**src/rtl/nct_pkg.sv**
```systemverilog
package nct_pkg;

  typedef enum logic [1:0] {
    OP_CMD   = 2'd0,
    OP_ADDR  = 2'd1,
    OP_READ  = 2'd2,
    OP_WRITE = 2'd3
  } nct_op_e;

  typedef enum logic [1:0] {
    PH_IDLE = 2'd0,
    PH_TURN = 2'd1,
    PH_CYC  = 2'd2,
    PH_GAP  = 2'd3
  } nct_phase_e;

endpackage

```
**src/rtl/nct_sequencer.sv**
```systemverilog
module nct_sequencer
  import nct_pkg::*;
#(
  parameter int TW = 5,
  parameter int GW = 4
) (
  input  logic          clk,
  input  logic          rst_n,
  input  logic          req_valid,
  input  logic          req_is_rd,
  input  logic [TW-1:0] len_rd,
  input  logic [TW-1:0] len_wr,
  input  logic [GW-1:0] turn_len,
  input  logic          gap_en,
  input  logic [GW-1:0] gap_len,
  output logic          req_ready,
  output logic          accept,
  output logic          busy,
  output logic          cyc_active,
  output logic [TW-1:0] tick,
  output logic          last_tick
);

  localparam logic [TW-1:0] ONE_T = TW'(1);
  localparam logic [GW-1:0] ONE_G = GW'(1);

  nct_phase_e    phase_q;
  logic [TW-1:0] tick_q;
  logic [TW-1:0] len_q;
  logic [GW-1:0] cnt_q;
  logic [GW-1:0] gap_q;
  logic          prev_rd_q;
  logic [TW-1:0] len_pick;

  assign len_pick   = req_is_rd ? len_rd : len_wr;
  assign req_ready  = (phase_q == PH_IDLE);
  assign accept     = req_valid && req_ready;
  assign busy       = (phase_q != PH_IDLE);
  assign cyc_active = (phase_q == PH_CYC);
  assign tick       = tick_q;
  assign last_tick  = cyc_active && (tick_q == len_q - ONE_T);

  always_ff @(posedge clk or negedge rst_n) begin
    if (!rst_n) begin
      phase_q   <= PH_IDLE;
      tick_q    <= '0;
      len_q     <= ONE_T;
      cnt_q     <= '0;
      gap_q     <= '0;
      prev_rd_q <= 1'b0;
    end else begin
      unique case (phase_q)
        PH_IDLE: begin
          if (accept) begin
            len_q     <= (len_pick == '0) ? ONE_T : len_pick;
            gap_q     <= gap_en ? gap_len : '0;
            prev_rd_q <= req_is_rd;
            tick_q    <= '0;
            if ((req_is_rd != prev_rd_q) && (turn_len != '0)) begin
              phase_q <= PH_TURN;
              cnt_q   <= turn_len;
            end else begin
              phase_q <= PH_CYC;
            end
          end
        end
        PH_TURN: begin
          if (cnt_q == ONE_G) phase_q <= PH_CYC;
          else                cnt_q   <= cnt_q - ONE_G;
        end
        PH_CYC: begin
          if (last_tick) begin
            if (gap_q != '0) begin
              phase_q <= PH_GAP;
              cnt_q   <= gap_q;
            end else begin
              phase_q <= PH_IDLE;
            end
          end else begin
            tick_q <= tick_q + ONE_T;
          end
        end
        default: begin
          if (cnt_q == ONE_G) phase_q <= PH_IDLE;
          else                cnt_q   <= cnt_q - ONE_G;
        end
      endcase
    end
  end


  accept_to_busy_chk: assert property (@(posedge clk) disable iff (!rst_n)
    accept |=> busy);


  done_ends_cycle_chk: assert property (@(posedge clk) disable iff (!rst_n)
    last_tick |=> !cyc_active);

endmodule

```
**src/rtl/nct_window.sv**
```systemverilog
module nct_window #(
  parameter int TW = 5
) (
  input  logic          en,
  input  logic [TW-1:0] tick,
  input  logic [TW-1:0] on_t,
  input  logic [TW-1:0] off_t,
  output logic          active
);

  assign active = en && (tick >= on_t) && (tick < off_t);

endmodule

```
**src/rtl/nct_capture.sv**
```systemverilog
module nct_capture #(
  parameter int DW = 8,
  parameter int TW = 5
) (
  input  logic          clk,
  input  logic          rst_n,
  input  logic          rd_cycle,
  input  logic          last_tick,
  input  logic [TW-1:0] tick,
  input  logic [TW-1:0] acc_tick,
  input  logic [DW-1:0] dq_in,
  output logic [DW-1:0] rd_data,
  output logic          rd_valid
);

  logic sample;

  assign sample = rd_cycle &&
                  ((tick == acc_tick) || (last_tick && (acc_tick > tick)));

  always_ff @(posedge clk or negedge rst_n) begin
    if (!rst_n) begin
      rd_data  <= '0;
      rd_valid <= 1'b0;
    end else begin
      rd_valid <= sample;
      if (sample) rd_data <= dq_in;
    end
  end


  rd_pulse_after_read_chk: assert property (@(posedge clk) disable iff (!rst_n)
    rd_valid |-> $past(rd_cycle));


  rd_pulse_single_chk: assert property (@(posedge clk) disable iff (!rst_n)
    rd_valid |=> !rd_valid || $past(rd_cycle));

endmodule

```
**src/rtl/nand_cycle_timer.sv**
```systemverilog
module nand_cycle_timer
  import nct_pkg::*;
#(
  parameter int DW    = 8,
  parameter int ON_W  = 4,
  parameter int OFF_W = 5,
  parameter int GW    = 4
) (
  input  logic             clk,
  input  logic             rst_n,
  input  logic             req_valid,
  output logic             req_ready,
  input  logic [1:0]       req_op,
  input  logic [DW-1:0]    req_wdata,
  input  logic [ON_W-1:0]  ce_on,
  input  logic [OFF_W-1:0] ce_off_rd,
  input  logic [OFF_W-1:0] ce_off_wr,
  input  logic [ON_W-1:0]  le_on,
  input  logic [OFF_W-1:0] le_off,
  input  logic [ON_W-1:0]  re_on,
  input  logic [OFF_W-1:0] re_off,
  input  logic [ON_W-1:0]  we_on,
  input  logic [OFF_W-1:0] we_off,
  input  logic [OFF_W-1:0] len_rd,
  input  logic [OFF_W-1:0] len_wr,
  input  logic [OFF_W-1:0] acc_tick,
  input  logic             gap_en,
  input  logic [GW-1:0]    gap_len,
  input  logic [GW-1:0]    turn_len,
  output logic             nand_ce_n,
  output logic             nand_cle,
  output logic             nand_ale,
  output logic             nand_re_n,
  output logic             nand_we_n,
  output logic [DW-1:0]    dq_out,
  output logic             dq_oe,
  input  logic [DW-1:0]    dq_in,
  output logic [DW-1:0]    rd_data,
  output logic             rd_valid,
  output logic             busy,
  output logic             done
);

  localparam int TW   = OFF_W;
  localparam int NWIN = 4;
  localparam int W_CE = 0;
  localparam int W_LE = 1;
  localparam int W_RE = 2;
  localparam int W_WE = 3;

  logic             accept;
  logic             cyc_active;
  logic             last_tick;
  logic [TW-1:0]    tick;

  nct_op_e          op_q;
  logic [DW-1:0]    wdata_q;
  logic [ON_W-1:0]  ce_on_q, le_on_q, re_on_q, we_on_q;
  logic [OFF_W-1:0] ce_off_rd_q, ce_off_wr_q, le_off_q, re_off_q, we_off_q;
  logic [OFF_W-1:0] acc_q;

  logic             is_rd;
  logic             is_latch;

  nct_sequencer #(.TW(TW), .GW(GW)) u_seq (
    .clk        (clk),
    .rst_n      (rst_n),
    .req_valid  (req_valid),
    .req_is_rd  (req_op == OP_READ),
    .len_rd     (len_rd),
    .len_wr     (len_wr),
    .turn_len   (turn_len),
    .gap_en     (gap_en),
    .gap_len    (gap_len),
    .req_ready  (req_ready),
    .accept     (accept),
    .busy       (busy),
    .cyc_active (cyc_active),
    .tick       (tick),
    .last_tick  (last_tick)
  );

  always_ff @(posedge clk or negedge rst_n) begin
    if (!rst_n) begin
      op_q        <= OP_WRITE;
      wdata_q     <= '0;
      ce_on_q     <= '0;
      le_on_q     <= '0;
      re_on_q     <= '0;
      we_on_q     <= '0;
      ce_off_rd_q <= '0;
      ce_off_wr_q <= '0;
      le_off_q    <= '0;
      re_off_q    <= '0;
      we_off_q    <= '0;
      acc_q       <= '0;
    end else if (accept) begin
      op_q        <= nct_op_e'(req_op);
      wdata_q     <= req_wdata;
      ce_on_q     <= ce_on;
      le_on_q     <= le_on;
      re_on_q     <= re_on;
      we_on_q     <= we_on;
      ce_off_rd_q <= ce_off_rd;
      ce_off_wr_q <= ce_off_wr;
      le_off_q    <= le_off;
      re_off_q    <= re_off;
      we_off_q    <= we_off;
      acc_q       <= acc_tick;
    end
  end

  assign is_rd    = (op_q == OP_READ);
  assign is_latch = (op_q == OP_CMD) || (op_q == OP_ADDR);

  logic [NWIN-1:0] win_en;
  logic [TW-1:0]   win_on  [NWIN];
  logic [TW-1:0]   win_off [NWIN];
  logic [NWIN-1:0] win_act;

  always_comb begin
    win_en[W_CE]  = cyc_active;
    win_on[W_CE]  = TW'(ce_on_q);
    win_off[W_CE] = is_rd ? ce_off_rd_q : ce_off_wr_q;
    win_en[W_LE]  = cyc_active && is_latch;
    win_on[W_LE]  = TW'(le_on_q);
    win_off[W_LE] = le_off_q;
    win_en[W_RE]  = cyc_active && is_rd;
    win_on[W_RE]  = TW'(re_on_q);
    win_off[W_RE] = re_off_q;
    win_en[W_WE]  = cyc_active && !is_rd;
    win_on[W_WE]  = TW'(we_on_q);
    win_off[W_WE] = we_off_q;
  end

  for (genvar gi = 0; gi < NWIN; gi++) begin : g_win
    nct_window #(.TW(TW)) u_win (
      .en     (win_en[gi]),
      .tick   (tick),
      .on_t   (win_on[gi]),
      .off_t  (win_off[gi]),
      .active (win_act[gi])
    );
  end

  assign nand_ce_n = !win_act[W_CE];
  assign nand_cle  = win_act[W_LE] && (op_q == OP_CMD);
  assign nand_ale  = win_act[W_LE] && (op_q == OP_ADDR);
  assign nand_re_n = !win_act[W_RE];
  assign nand_we_n = !win_act[W_WE];
  assign dq_oe     = cyc_active && !is_rd;
  assign dq_out    = wdata_q;
  assign done      = last_tick;

  nct_capture #(.DW(DW), .TW(TW)) u_cap (
    .clk       (clk),
    .rst_n     (rst_n),
    .rd_cycle  (cyc_active && is_rd),
    .last_tick (last_tick),
    .tick      (tick),
    .acc_tick  (acc_q),
    .dq_in     (dq_in),
    .rd_data   (rd_data),
    .rd_valid  (rd_valid)
  );


  no_re_we_overlap_chk: assert property (@(posedge clk) disable iff (!rst_n)
    !(!nand_re_n && !nand_we_n));


  no_bus_fight_chk: assert property (@(posedge clk) disable iff (!rst_n)
    !nand_re_n |-> !dq_oe);


  one_latch_line_chk: assert property (@(posedge clk) disable iff (!rst_n)
    !(nand_cle && nand_ale));


  quiet_outside_cycle_chk: assert property (@(posedge clk) disable iff (!rst_n)
    !cyc_active |-> (nand_ce_n && nand_re_n && nand_we_n && !nand_cle && !nand_ale));


  ce_high_when_idle_chk: assert property (@(posedge clk) disable iff (!rst_n)
    req_ready |-> nand_ce_n);

endmodule

```
**config.mk**
```make
export PLATFORM = sky130hd
export DESIGN_NAME = nand_cycle_timer
export DESIGN_NICKNAME = d
export VERILOG_FILES = /design/src/rtl/nct_pkg.sv /design/src/rtl/nct_sequencer.sv /design/src/rtl/nct_window.sv /design/src/rtl/nct_capture.sv /design/src/rtl/nand_cycle_timer.sv
export SDC_FILE = /design/constraint.sdc
export NUM_CORES = 1
export LEC_CHECK = 0
export BUFFER_PORTS_ARGS = -buffer_cell sky130_fd_sc_hd__buf_2
export CAP_MARGIN = 20
export CORE_UTILIZATION = 49
export DETAILED_ROUTE_END_ITERATION = 8
export GPL_ROUTABILITY_DRIVEN = 0
export PLACE_DENSITY_LB_ADDON = 0.1
export SETUP_SLACK_MARGIN = 0.5
export SLEW_MARGIN = 20
export SYNTH_ARGS = -nofsm -noshare
export SYNTH_HDL_FRONTEND = slang
export SYNTH_SLANG_ARGS = --single-unit
```
**constraint.sdc**
```tcl
create_clock -name clk -period 2.05 [get_ports clk]
set_input_delay 0.3075 -clock clk [delete_from_list [all_inputs] [get_ports clk]]
set_output_delay 0.3075 -clock clk [all_outputs]
set_load 0.05 [all_outputs]
```
### Yosys cells after proc, flatten, opt, wreduce, memory -nomap -nowiden

Index checks and enable logic that the tools add are counted.

* $add $sub $neg: 3
* magnitude comparators: 9
* equality and inequality tests: 16
* muxes and demuxes: 20
* reduce and logical (&&, ||, !) cells: 36

Operator list (count)
* $mux 5: 5
* $mux 4: 6
* $ge 5x4->1: 4
* $lt 5x5->1: 4
* $logic_and 1x1->1: 18
* $mux 2: 6
* $eq 5x5->1: 2
* $pmux 5 s2: 1
* $pmux 4 s2: 1
* $reduce_bool 4->1: 2
* $eq 2x2->1 const B: 3
* $ne 2x1->1 const B: 3
* $ne 2x2->1 const B: 3
* $pmux 2 s3: 1
* $add 5x1->5 const B: 1
* $gt 5x5->1: 1
* $logic_not 5->1: 1
* $reduce_and 5->1: 1
* $sub 5x1->5 const B: 1
* $eq 2x1->1 const B: 2
* $eq 4x1->1 const B: 1
* $logic_not 1->1: 4
* $logic_not 2->1: 2
* $reduce_and 4->1: 1
* other kinds (8): 10

* bits in registers: 86
* input bits: 86
* output and inout bits: 26

### Logic depth before layout (Yosys ltp)

Gate-level depths: netlist (run 1).

* depth after elaboration: 6
* mapped depth: 8

### By module

Synthesis (run 1) repeated with hierarchy kept, for this count alone.

* cell total of the unflattened synthesis: 444
* area total of the unflattened synthesis: 5133.7 um2

Modules (own cells, without submodules)
* nand_cycle_timer: instances 1, cells an instance 135, area each 2383.5 um2
* nct_sequencer: instances 1, cells an instance 145, area each 1353.8 um2
* nct_window: instances 4, cells an instance 32, area each 232.7 um2
* nct_capture: instances 1, cells an instance 36, area each 465.4 um2

### Least setup slack after synthesis (run 1)

No wires, ideal clock.

* path type: register to output
* start: register u_seq.tick_q[1], in the netlist u_seq.tick[1]
* end: output port nand_ale
* arrival time: 2.524 ns
* data required time: 1.742 ns
* setup slack: -0.782 ns
* stages on the path, launching flop included: 6
* path buffers: 0
* path through: dfrtp_1 -> ha_1 -> a21o_1 -> a21o_1 -> a21o_1 -> a211oi_1

* cells in the longest elaborated chain, start to end: 4

RTL lines
* from (decl): RTL line nct_sequencer.sv:28 `logic [TW-1:0] tick_q;`
* from (signal assigned): RTL line nct_sequencer.sv:80 `tick_q <= tick_q + ONE_T;`
* $ge 5x4->1: RTL line nct_window.sv:11 `assign active = en && (tick >= on_t) && (tick < off_t);`
* $logic_and 1x1->1: RTL line nct_window.sv:11
* $logic_and 1x1->1 (*): RTL line nct_window.sv:11
* $logic_and 1x1->1 (*): RTL line nand_cycle_timer.sv:148 `assign nand_ale = win_act[W_LE] && (op_q == OP_ADDR);`
* to (decl): RTL line nand_cycle_timer.sv:32 `output logic nand_ale,`

Every way passes the cells marked *; elsewhere a longest branch is shown, timed or not.

### Final worst setup path (run 1)

* start: register op_q[0]
* end: output port nand_ce_n

* cells in the longest elaborated chain, start to end: 5

RTL lines
* from (decl): RTL line nand_cycle_timer.sv:56 `nct_op_e op_q;`
* from (signal assigned): RTL line nand_cycle_timer.sv:98 `op_q <= nct_op_e'(req_op);`
* $eq 2x2->1: RTL line nand_cycle_timer.sv:113 `assign is_rd = (op_q == OP_READ);`
* $mux 5: RTL line nand_cycle_timer.sv:124 `win_off[W_CE] = is_rd ? ce_off_rd_q : ce_off_wr_q;`
* $lt 5x5->1: RTL line nct_window.sv:11
* $logic_and 1x1->1: RTL line nct_window.sv:11
* $logic_not 1->1: RTL line nand_cycle_timer.sv:146 `assign nand_ce_n = !win_act[W_CE];`
* to (decl): RTL line nand_cycle_timer.sv:30 `output logic nand_ce_n,`

No other way between the ends.

==> reports/qor_table.md, run 1 <==
| Parameter | Value | Unit |
| --- | --- | --- |
| Deepest clock path buffer count | 2 | - |
| Skew-Pair Late Insertion Delay | 360 | ps |
| Max stage delay cell, worst path | sky130_fd_sc_hd__dfstp_2 | - |
| EDFF count, synth | 0 | - |
| Post-synthesis cell count | 556 | - |
| Antenna violations before repair | 0 | - |
| Standard-cell rows | 36 | - |
| Number of distinct library cells after synthesis | 55 | - |
| Count of yosys warnings during synthesis | 0 | - |
| Total routed wirelength | 16600 | um |
| Biggest fanout along the worst timing path | 4 | - |
| Number of nets in the layout | 871 | - |
| Total nets after synthesis | 683 | - |
| Mean number of vias per cell | 5.66 | - |
| Number of optimization iterations in the first detailed-route pass | 5 | - |
| Number of pins with negative max-slew slack in the final report | 0 | - |
| Proportion of register bits with asynchronous set or reset after synthesis | 100 | % |
| Worst-Margin Slew | 641 | ps |
| Peak supply drop | 0.000901 | V |
| Iteration-0 DRC count of the detailed router | 185 | - |
| Per-instance average area after synthesis | 8.90 | sq um |
| Boundary Pins | 112 | - |
| Crit path time final | 2580 | ps |
| Util after Layout | 81.1 | % |
| Number of antenna diodes | 0 | - |
| Min setup slack post-route | -531 | ps |
| Die Wd | 103 | um |
| Core region area | 9770 | sq um |
| Final setup skew | 18.5 | ps |
| Number of placed cells counting well taps | 815 | - |
| Area growth from synthesis to final layout | 60.1 | % |
| Die footprint | 10500 | sq um |
| Cell area power density | 1710 | nW/um^2 |
| Number of max-capacitance violations reported | 0 | - |
| Depth of the CTS H-tree | 3 | - |
| Hold Fails Final Rpt | 0 | - |
| Via Count | 4991 | - |
| First-pass GRT wire length | 23900 | um |
| Initial Utilization | 50.7 | % |
| Violations in the final reports | negative setup slack | - |
| Path category of the worst min-delay check | in2reg | - |
| Required time worst endpoint | 1740 | ps |
| Number of non-filler instances in the completed layout | 882 | - |
| Worst endpoint data arrival time | 2270 | ps |
| Setup repair after global routing missed its margin | yes | - |
| Critical path startpoint category | flip-flop | - |
| Headroom to the max-slew limit | 57.3 | % |
| Leakage dissipation | 3.93 | nW |
| Die H | 103 | um |
| Wire per inst | 18.8 | um |
| Number of nets with antenna violations after routing | 0 | - |
| Worst Setup Path Type | reg2out | - |
| Largest stage delay, worst path | 540 | ps |
| Maximum clock frequency | 0.387 | GHz |
| Share of the clock period used by the worst path | 126 | % |
| Clock-pin slew of the registers on the worst-case setup and hold paths | 100 | ps |
| GRT overflow | 0 | - |
| Run status | complete, but fails checks | - |
| Cell chain of the critical path | nand2b_4 > buf_4 > mux2i_1 > ha_1 > o21ai_0 > a21oi_1 > a211o_4 > buf_8 | - |
| Total clock buffers created by CTS | 9 | - |
| Final setup vio count | 26 | - |
| Worst Setup End Kind | primary output | - |
| #FFs+latches synth | 86 | - |
| Number of global-route vias before repair | 4937 | - |
| Most used flip-flop cell after synthesis | sky130_fd_sc_hd__dfrtp_1 | - |
| HPWL after detailed placement | 8860 | um |
| Seq/Total Area, Yosys | 43.5 | % |
| Largest net degree at the start of global routing | 38 | - |
| Root Driver | sky130_fd_sc_hd__clkbuf_8 | - |
| Fraction of layout cells with a size suffix above 1 | 50.7 | % |
| Buffers added on ports | 111 | - |
| GR Util All Layers | 30.0 | % |
| Worst Setup Slack post-DPL | -267 | ps |
| Total number of clock tree sinks | 86 | - |
| Clock tree from TritonCTS | built | - |
| Synth Cell Area | 4950 | sq um |
| Residual DRC | 0 | - |
## where the power goes
part | internal [mW] | total (mW) | switching, mW
registers | 2.46 | 3.06 | 0.605
clock network | 0.513 | 1.17 | 0.653
logic | 4.38 | 9.36 | 4.98
## path summary, 6_finish.rpt
kind | from | to | slack, ps | depth (start not counted)
min reg2reg | dq_out[0] | dq_out[0] | 490 | 2
min | le_off[2] | le_off_q[2] | 140 | 3
max | op_q[0] | nand_ce_n | -530 | 8
min in group asynchronous | rst_n | we_off_q[3] | 400 | 2
max in group asynchronous | rst_n | op_q[1] | 940 | 3
max reg2reg | u_seq.len_q[0] | u_seq.cnt_q[0] | -230 | 10
## synthesized netlist by cell type, types with 3 or more instances
library cell	number	area share, %
sky130_fd_sc_hd__a211oi_1	5	0.76
sky130_fd_sc_hd__a21o_1	14	2.1
sky130_fd_sc_hd__a21oi_1	9	0.91
sky130_fd_sc_hd__a221oi_1	8	1.4
sky130_fd_sc_hd__a31oi_1	3	0.38
sky130_fd_sc_hd__and2_1	10	1.3
sky130_fd_sc_hd__buf_2	11	1.1
sky130_fd_sc_hd__clkbuf_1	12	0.91
sky130_fd_sc_hd__dfrtp_1	83	42
sky130_fd_sc_hd__dfstp_2	3	1.6
sky130_fd_sc_hd__ha_1	41	10
sky130_fd_sc_hd__inv_1	40	3.0
sky130_fd_sc_hd__mux2i_1	14	2.8
sky130_fd_sc_hd__nand2_1	161	12
sky130_fd_sc_hd__nand2b_1	12	1.5
sky130_fd_sc_hd__nor2_1	21	1.6
sky130_fd_sc_hd__nor2b_1	4	0.51
sky130_fd_sc_hd__nor3_1	3	0.30
sky130_fd_sc_hd__nor4_1	3	0.38
sky130_fd_sc_hd__o211ai_1	4	0.61
sky130_fd_sc_hd__o21ai_0	41	4.1
sky130_fd_sc_hd__o311ai_1	8	1.4
sky130_fd_sc_hd__o31ai_1	3	0.45
sky130_fd_sc_hd__xor2_1	3	0.53
## cell type report
class / instances / area (sq um)
clock inverters: 4 / 31.3
flip-flops and latches: 86 / 2160
well taps: 133 / 166
inverters: 40 / 161
repair buffers: 201 / 1810
clock buffers: 12 / 155
fillers: 549 / 1850
multi-input cells: 406 / 3440
## stage by stage
step / area (sq um) / total power, mW / hold WS (ps) / TNS, ps
3_3_place_gp: 6140 / 9.23 / 257 / -785
4_1_cts: 7470 / 12.2 / 137 / -2600
5_1_grt: 7930 / 14.4 / 130 / -7280
2_1_floorplan: 5290 / 7.73 / 11.9 / -124
6_report: 7930 / 13.6 / 144 / -5930
3_5_place_dp: 6140 / 9.49 / 261 / -1300
## kinds of logic (layout without fill, tap and decap cells)
| logic type | after synthesis | after routing | synth area share (%) |
|---|---|---|---|
| flops | 86 | 86 | 43.5 |
| mux | 15 | 15 | 3.06 |
| simple gates | 228 | 229 | 20.1 |
| xor+xnor | 6 | 6 | 1.21 |
| fa+ha+maj | 41 | 41 | 10.4 |
| compound gates | 115 | 115 | 16.3 |
| buf+inv | 65 | 257 | 5.43 |
## layer usage
metal  GRT usage (%)  vias to the layer above  part of all wire, %
li1                -                     2292                    -
met1            36.2                     2391                   39
met2            52.3                      235                   50
met3            5.42                       73                  6.0
met4            13.3                        0                  4.7
met5               0                        -                    0
## what timing repair did
action / 4_1_cts / 5_1_grt
endpoints found under the setup margin: 95 / 95
hold endpoints to repair: 25 / 0
cloned: 11 / 2
hold buffers: 1 / 0
gates resized for setup: 161 / 71
setup buffers: 26 / 11
pin swaps: 22 / 24
## cells in the final DEF (no fill, tap or decap), drive strengths merged, types with 6 or more instances in the layout
cell type,n
clkbuf,14
a21o,14
inv,39
a221oi,8
nor2,21
o311ai,9
dfrtp,83
a211oi,6
and2,11
nand2b,12
buf,198
o21ai,41
a21oi,11
nand2,162
mux2i,14
ha,41
## critical path: cells and delay by family (launching register included)
| family | cells | cell delay [ps] |
|---|---|---|
| flops | 1 | 540 |
| compound gates | 3 | 510 |
| buf+inv | 2 | 260 |
| fa+ha+maj | 1 | 260 |
| mux | 1 | 190 |
| simple gates | 1 | 150 |
(Power assumes the default switching activity.)
==> run 2: changes to the inputs <==
--- a/config.mk
+++ b/config.mk
@@ -11,6 +11,7 @@
 export DETAILED_ROUTE_END_ITERATION = 8
 export GPL_ROUTABILITY_DRIVEN = 0
 export PLACE_DENSITY_LB_ADDON = 0.1
+export REMOVE_ABC_BUFFERS = 1
 export SETUP_SLACK_MARGIN = 0.5
 export SLEW_MARGIN = 20
 export SYNTH_ARGS = -nofsm -noshare
==> reports/qor_table.md, run 2 (synthesis results as in run 1) <==
| Parameter | Value | Unit | vs previous |
| --- | --- | --- | --- |
| Boundary Pins | 112 | - | unchanged |
| Crit path time final | 2500 | ps | was 2580 ps |
| GR Util All Layers | 25.7 | % | was 30.0% |
| Hold Fails Final Rpt | 0 | - | unchanged |
| Die H | 103 | um | unchanged |
| Skew-Pair Late Insertion Delay | 370 | ps | was 360 ps |
| Share of the clock period used by the worst path | 122 | % | was 126% |
| Buffers added on ports | 111 | - | unchanged |
| Total clock buffers created by CTS | 9 | - | unchanged |
| Fraction of layout cells with a size suffix above 1 | 41.9 | % | was 50.7% |
| Violations in the final reports | negative setup slack | - | unchanged |
| Number of global-route vias before repair | 4378 | - | was 4937 |
| Worst endpoint data arrival time | 2190 | ps | was 2270 ps |
| Wire per inst | 16.3 | um | was 18.8 um |
| Standard-cell rows | 36 | - | unchanged |
| Final setup vio count | 22 | - | was 26 |
| GRT overflow | 0 | - | unchanged |
| Hold path start | ce_off_rd[1] | - | was le_off[2] |
| Clock-pin slew of the registers on the worst-case setup and hold paths | 100 | ps | about the same |
| Cell area power density | 1750 | nW/um^2 | was 1710 nW/um^2 |
| Commonest cells after routing, fill and taps aside | sky130_fd_sc_hd__nand2_1 (125), sky130_fd_sc_hd__buf_2 (101), sky130_fd_sc_hd__dfrtp_1 (81) | - | was sky130_fd_sc_hd__buf_2 (101), sky130_fd_sc_hd__nand2_1 (99), sky130_fd_sc_hd__dfrtp_1 (79) |
| Antenna violations before repair | 0 | - | unchanged |
| Most frequent standard cell in the layout excluding fill and tap cells | sky130_fd_sc_hd__nand2_1 | - | was sky130_fd_sc_hd__buf_2 |
| Largest net degree at the start of global routing | 65 | - | was 38 |
| Run status | complete, but fails checks | - | unchanged |
| Area growth from synthesis to final layout | 45.1 | % | was 60.1% |
| Iteration-0 DRC count of the detailed router | 193 | - | was 185 |
| Worst R2R Setup Slack | -190 | ps | was -230 ps |
| Number of antenna diodes | 0 | - | unchanged |
| Number of pins with negative max-slew slack in the final report | 0 | - | unchanged |
| Headroom to the max-slew limit | 62.4 | % | was 57.3% |
| Peak supply drop | 0.000845 | V | was 0.000901 V |
| Critical path startpoint category | flip-flop | - | unchanged |
| Maximum clock frequency | 0.400 | GHz | was 0.387 GHz |
| Mean number of vias per cell | 5.30 | - | was 5.66 |
| Worst reg2reg startpoint | u_seq.len_q[0] | - | unchanged |
| Setup repair after global routing missed its margin | yes | - | unchanged |
| Worst-Margin Slew | 559 | ps | was 641 ps |
| Total number of clock tree sinks | 86 | - | unchanged |
| Deepest clock path buffer count | 2 | - | unchanged |
| Number of max-capacitance violations reported | 0 | - | unchanged |
| Overall power | 12.6 | mW | was 13.6 mW |
| Clock tree from TritonCTS | built | - | unchanged |
| Leakage dissipation | 3.58 | nW | was 3.93 nW |
| Residual DRC | 0 | - | unchanged |
| Biggest fanout along the worst timing path | 4 | - | unchanged |
| Number of optimization iterations in the first detailed-route pass | 4 | - | was 5 |
| Die Wd | 103 | um | unchanged |
| Number of nets with antenna violations after routing | 0 | - | unchanged |
| Hold Slack | 117 | ps | was 144 ps |
| HPWL after detailed placement | 8490 | um | was 8860 um |
| Worst Setup Path Type | reg2out | - | unchanged |
| Core region area | 9770 | sq um | unchanged |
| Total routed wirelength | 14000 | um | was 16600 um |
| Final setup skew | 14.5 | ps | was 18.5 ps |
| Path category of the worst min-delay check | in2reg | - | unchanged |
| Die footprint | 10500 | sq um | unchanged |
| Initial Utilization | 50.7 | % | unchanged |
| Number of nets in the layout | 847 | - | was 871 |
| Launch point of the worst path | u_seq.tick[1] | - | was op_q[0] |
| Root Driver | sky130_fd_sc_hd__clkbuf_8 | - | unchanged |
| Worst Setup End Kind | primary output | - | unchanged |
| Via Count | 4548 | - | was 4991 |
| First-pass GRT wire length | 20700 | um | was 23900 um |
| Min setup slack post-route | -449 | ps | was -531 ps |
| Depth of the CTS H-tree | 3 | - | unchanged |
| Required time worst endpoint | 1740 | ps | about the same |
## run 2: report_power, final
part           total (mW)  internal [mW]  switching [mW]
combinational        8.50           4.04            4.47
sequential           2.93           2.46           0.475
clock                1.15          0.456           0.693
total                12.6           6.95            5.64
## run 2: worst paths after layout
check | to | cells past startpoint
max in group asynchronous | u_seq.len_q[0] | 3
min | ce_off_rd_q[1] | 3
max reg2reg | u_seq.tick[3] | 13
min reg2reg | dq_out[6] | 2
max | nand_we_n | 8
min in group asynchronous | we_on_q[1] | 2
## run 2: per-stage QoR
step           setup TNS (ps)  area, sq um  std cells  setup slack [ps]  util (%)
2_1_floorplan         -171500         4830        531             -3000         -
3_3_place_gp             -824         5900        815              -152      60.4
3_5_place_dp            -1730         5900        815              -196      60.4
4_1_cts                 -4190         6620        846              -448      67.7
5_1_grt                 -6470         7180        858              -529      73.5
6_report                -4800         7180        858              -449      73.5
## run 2: worst max-delay path, stage by stage, from the launching register on
cell and delay, ps:
sky130_fd_sc_hd__dfrtp_2 490, sky130_fd_sc_hd__buf_6 160, sky130_fd_sc_hd__buf_4 120, sky130_fd_sc_hd__ha_1 290, sky130_fd_sc_hd__a21oi_2 50, sky130_fd_sc_hd__nor2b_1 120, sky130_fd_sc_hd__o21ai_0 90, sky130_fd_sc_hd__a221o_1 340
sky130_fd_sc_hd__buf_6 160
## run 2: cell type report
cell class                      count  area (sq um)
Clock buffer                        9           124
Clock inverter                      7          53.8
Fill cell                         719          2590
Inverter                           40           153
Multi-Input combinational cell    405          3120
Sequential cell                    86          2160
Tap cell                          133           166
Timing Repair Buffer              178          1410
## run 2: metal layers
layer	track usage [%]	share of wire [%]	vias up
li1	-	-	2229
met1	33.1	44	2174
met2	43.9	50	131
met3	3.25	4.1	14
met4	10.3	1.3	0
met5	0	0	-
## run 2: timing repair
action                                  CTS  global route
resized for setup                        82           118
cloned                                    2             3
endpoints found under the hold margin    24             0
pin swaps                                37            70
setup buffers                            12             9
endpoints found under the setup margin   72            44
hold buffers                              1             0
==> run 3: changes to the inputs <==
--- a/config.mk
+++ b/config.mk
@@ -7,7 +7,9 @@
 export LEC_CHECK = 0
 export BUFFER_PORTS_ARGS = -buffer_cell sky130_fd_sc_hd__buf_2
 export CAP_MARGIN = 20
-export CORE_UTILIZATION = 49
+export CELL_PAD_IN_SITES_DETAIL_PLACEMENT = 0
+export CELL_PAD_IN_SITES_GLOBAL_PLACEMENT = 2
+export CORE_UTILIZATION = 32
 export DETAILED_ROUTE_END_ITERATION = 8
 export GPL_ROUTABILITY_DRIVEN = 0
 export PLACE_DENSITY_LB_ADDON = 0.1
==> constraint.sdc (replaced) <==
create_clock -name clk -period 2.3 [get_ports clk]
set_input_delay 0.345 -clock clk [delete_from_list [all_inputs] [get_ports clk]]
set_output_delay 0.345 -clock clk [all_outputs]
set_load 0.05 [all_outputs]
==> reports/qor_table.md, run 3 (synthesis results as in run 1) <==
| Parameter | Value | Unit | vs previous |
| --- | --- | --- | --- |
| Run status | complete, but fails checks | - | unchanged |
| Violations in the final reports | negative setup slack | - | unchanged |
| Final sum of negative setup slack | -972 | ps | was -4800 ps |
| GRT overflow | 0 | - | unchanged |
| Initial Utilization | 32.7 | % | was 50.7% |
| Buffers added on ports | 111 | - | unchanged |
| Area growth from synthesis to final layout | 44.6 | % | was 45.1% |
| Mean number of vias per cell | 4.85 | - | was 5.30 |
| Total number of clock tree sinks | 86 | - | unchanged |
| Standard-cell rows | 45 | - | was 36 |
| Largest net degree at the start of global routing | 40 | - | was 65 |
| Number of nets in the layout | 837 | - | was 847 |
| Die Wd | 126 | um | was 103 um |
| Worst Setup Path Type | reg2out | - | unchanged |
| Share of the clock period used by the worst path | 110 | % |  |
| Worst-Margin Slew | 540 | ps | was 559 ps |
| Antenna violations before repair | 0 | - | unchanged |
| Number of max-capacitance violations reported | 0 | - | unchanged |
| Final setup skew | 11.1 | ps | was 14.5 ps |
| Total clock buffers created by CTS | 9 | - | unchanged |
| Peak supply drop | 0.000737 | V | was 0.000845 V |
| HPWL after detailed placement | 9580 | um | was 8490 um |
| Headroom to the max-slew limit | 64.0 | % | was 62.4% |
| Switching fraction of total power | 45.6 | % | was 44.8% |
| First-pass GRT wire length | 22900 | um | was 20700 um |
| Critical path startpoint category | flip-flop | - | unchanged |
| Clock-pin slew of the registers on the worst-case setup and hold paths | 70 | ps | was 100 ps |
| Filler instances | 1450 | - | was 719 |
| Boundary Pins | 112 | - | unchanged |
| Number of antenna diodes | 0 | - | unchanged |
| Crit path time final | 2540 | ps |  |
| Number of global-route vias before repair | 4543 | - | was 4378 |
| Worst R2R Setup Slack | 140 | ps | was -190 ps |
| Worst Setup End Kind | primary output | - | unchanged |
| Root Driver | sky130_fd_sc_hd__clkbuf_16 | - | was sky130_fd_sc_hd__clkbuf_8 |
| Residual DRC | 0 | - | unchanged |
| GR Util All Layers | 18.3 | % | was 25.7% |
| Core region area | 15100 | sq um | was 9770 sq um |
| Final setup vio count | 6 | - | was 22 |
| Wire per inst | 15.9 | um | was 16.3 um |
| Sequential fraction of design power | 23.2 | % | was 23.3% |
| Overall power | 11.5 | mW | was 12.6 mW |
| Maximum clock frequency | 0.394 | GHz |  |
| Deepest clock path buffer count | 2 | - | unchanged |
| Total routed wirelength | 14400 | um | was 14000 um |
| Skew-Pair Late Insertion Delay | 350 | ps | was 370 ps |
| Leakage dissipation | 3.44 | nW | was 3.58 nW |
| Number of nets with antenna violations after routing | 0 | - | unchanged |
| Depth of the CTS H-tree | 3 | - | unchanged |
| Via Count | 4378 | - | was 4548 |
| Commonest cells after routing, fill and taps aside | sky130_fd_sc_hd__nand2_1 (152), sky130_fd_sc_hd__buf_2 (103), sky130_fd_sc_hd__dfrtp_1 (80) | - | was sky130_fd_sc_hd__nand2_1 (125), sky130_fd_sc_hd__buf_2 (101), sky130_fd_sc_hd__dfrtp_1 (81) |
| Number of optimization iterations in the first detailed-route pass | 4 | - | unchanged |
| Worst endpoint data arrival time | 2200 | ps | was 2190 ps |
| P_int | 6.23 | mW | was 6.95 mW |
| Die H | 126 | um | was 103 um |
| Iteration-0 DRC count of the detailed router | 167 | - | was 193 |
| Path category of the worst min-delay check | in2reg | - | unchanged |
| Clock tree from TritonCTS | built | - | unchanged |
| Setup repair after global routing missed its margin | yes | - | unchanged |
| Logic gate share of total power | 64.5 | % | was 67.6% |
| Min setup slack post-route | -241 | ps | was -449 ps |
| Die footprint | 16000 | sq um | was 10500 sq um |
| Share of total power in the clock network | 12.3 | % | was 9.1% |
| Net switching power of the design | 5.22 | mW | was 5.64 mW |
| Biggest fanout along the worst timing path | 4 | - | unchanged |
| Required time worst endpoint | 1960 | ps | was 1740 ps |
| Number of pins with negative max-slew slack in the final report | 0 | - | unchanged |
| Fraction of layout cells with a size suffix above 1 | 37.1 | % | was 41.9% |
| Cell area power density | 1600 | nW/um^2 | was 1750 nW/um^2 |
| Hold Fails Final Rpt | 0 | - | unchanged |
| Most frequent standard cell in the layout excluding fill and tap cells | sky130_fd_sc_hd__nand2_1 | - | unchanged |
==> run 3: cell types whose count changed in the layout (fill, tap and decap cells not counted), moves of 8 or more <==
cell	before	now
sky130_fd_sc_hd__clkbuf_8	9	1
sky130_fd_sc_hd__nand2_1	125	152
sky130_fd_sc_hd__nand2_2	17	2
sky130_fd_sc_hd__nand2_4	19	7
sky130_fd_sc_hd__o21ai_0	17	40
sky130_fd_sc_hd__o21ai_1	9	1
sky130_fd_sc_hd__o21ai_2	15	0
sky130_fd_sc_hd__o311ai_1	8	0
==> run 3: metal layers <==
layer  GRT usage [%]  up-vias  wire length, um  share of wire, %
met5               0        -                0                 0
met2            31.4       81             6930                48
met1            23.3     2074             6720                47
met3            2.91       13              482               3.4
li1                -     2210                -                 -
met4            6.87        0              220               1.5
==> run 3: timing repair <==
item                                    4_1_cts  5_1_grt
gates resized for setup                      90       51
endpoints found under the setup margin       38       29
endpoints found under the hold margin        30        0
hold buffers                                  1        0
pin swaps                                    33       35
buffers inserted                             13        4
gates cloned                                  3        1
==> run 3: through the flow <==
stage	instances	area (sq um)	hold slack [ps]	setup slack (ps)	utilization, %
6_report	903	7160	185	-241	47.3
5_1_grt	903	7160	184	-332	47.3
4_1_cts	898	6800	175	-245	44.9
3_5_place_dp	865	5950	354	-63.9	39.3
3_3_place_gp	865	5950	351	-34.4	39.3
2_1_floorplan	531	4830	49.4	-2750	-
==> run 3: worst paths after layout <==
path,start,endpoint,cells past startpoint
max in group asynchronous,rst_n,u_seq.len_q[0],3
max reg2reg,u_seq.len_q[0],u_seq.tick[1],9
min,req_wdata[7],dq_out[7],3
min in group asynchronous,rst_n,we_on_q[1],2
min reg2reg,ce_off_rd_q[1],ce_off_rd_q[1],2
max,op_q[0],nand_ce_n,7
==> run 3: cell type report <==
class	instances	area [sq um]	area share, %
flip-flops and latches	86	2160	30.2
repair buffers	168	1210	16.9
well taps	188	235	3.29
multi-input cells	405	3120	43.6
inverters	40	155	2.17
clock inverters	5	35.0	0.490
clock buffers	11	243	3.39
==> run 3: power by group through the flow <==
stage,clock network [mW],logic (mW),registers (mW)
floorplan,0,3.20,2.90
detailed placement,0,5.12,2.62
global placement,0,5.00,2.60
CTS,1.44,6.47,2.64
global route,1.51,8.04,2.76
finish,1.41,7.38,2.66
==> run 3: critical path, cell delays in order, from the launching register on <==
cell and delay, ps:
sky130_fd_sc_hd__dfstp_2 540, sky130_fd_sc_hd__nand2b_4 160, sky130_fd_sc_hd__mux2i_1 240, sky130_fd_sc_hd__ha_1 260, sky130_fd_sc_hd__o211ai_1 150, sky130_fd_sc_hd__a21oi_1 60
sky130_fd_sc_hd__a211o_1 270, sky130_fd_sc_hd__buf_6 160
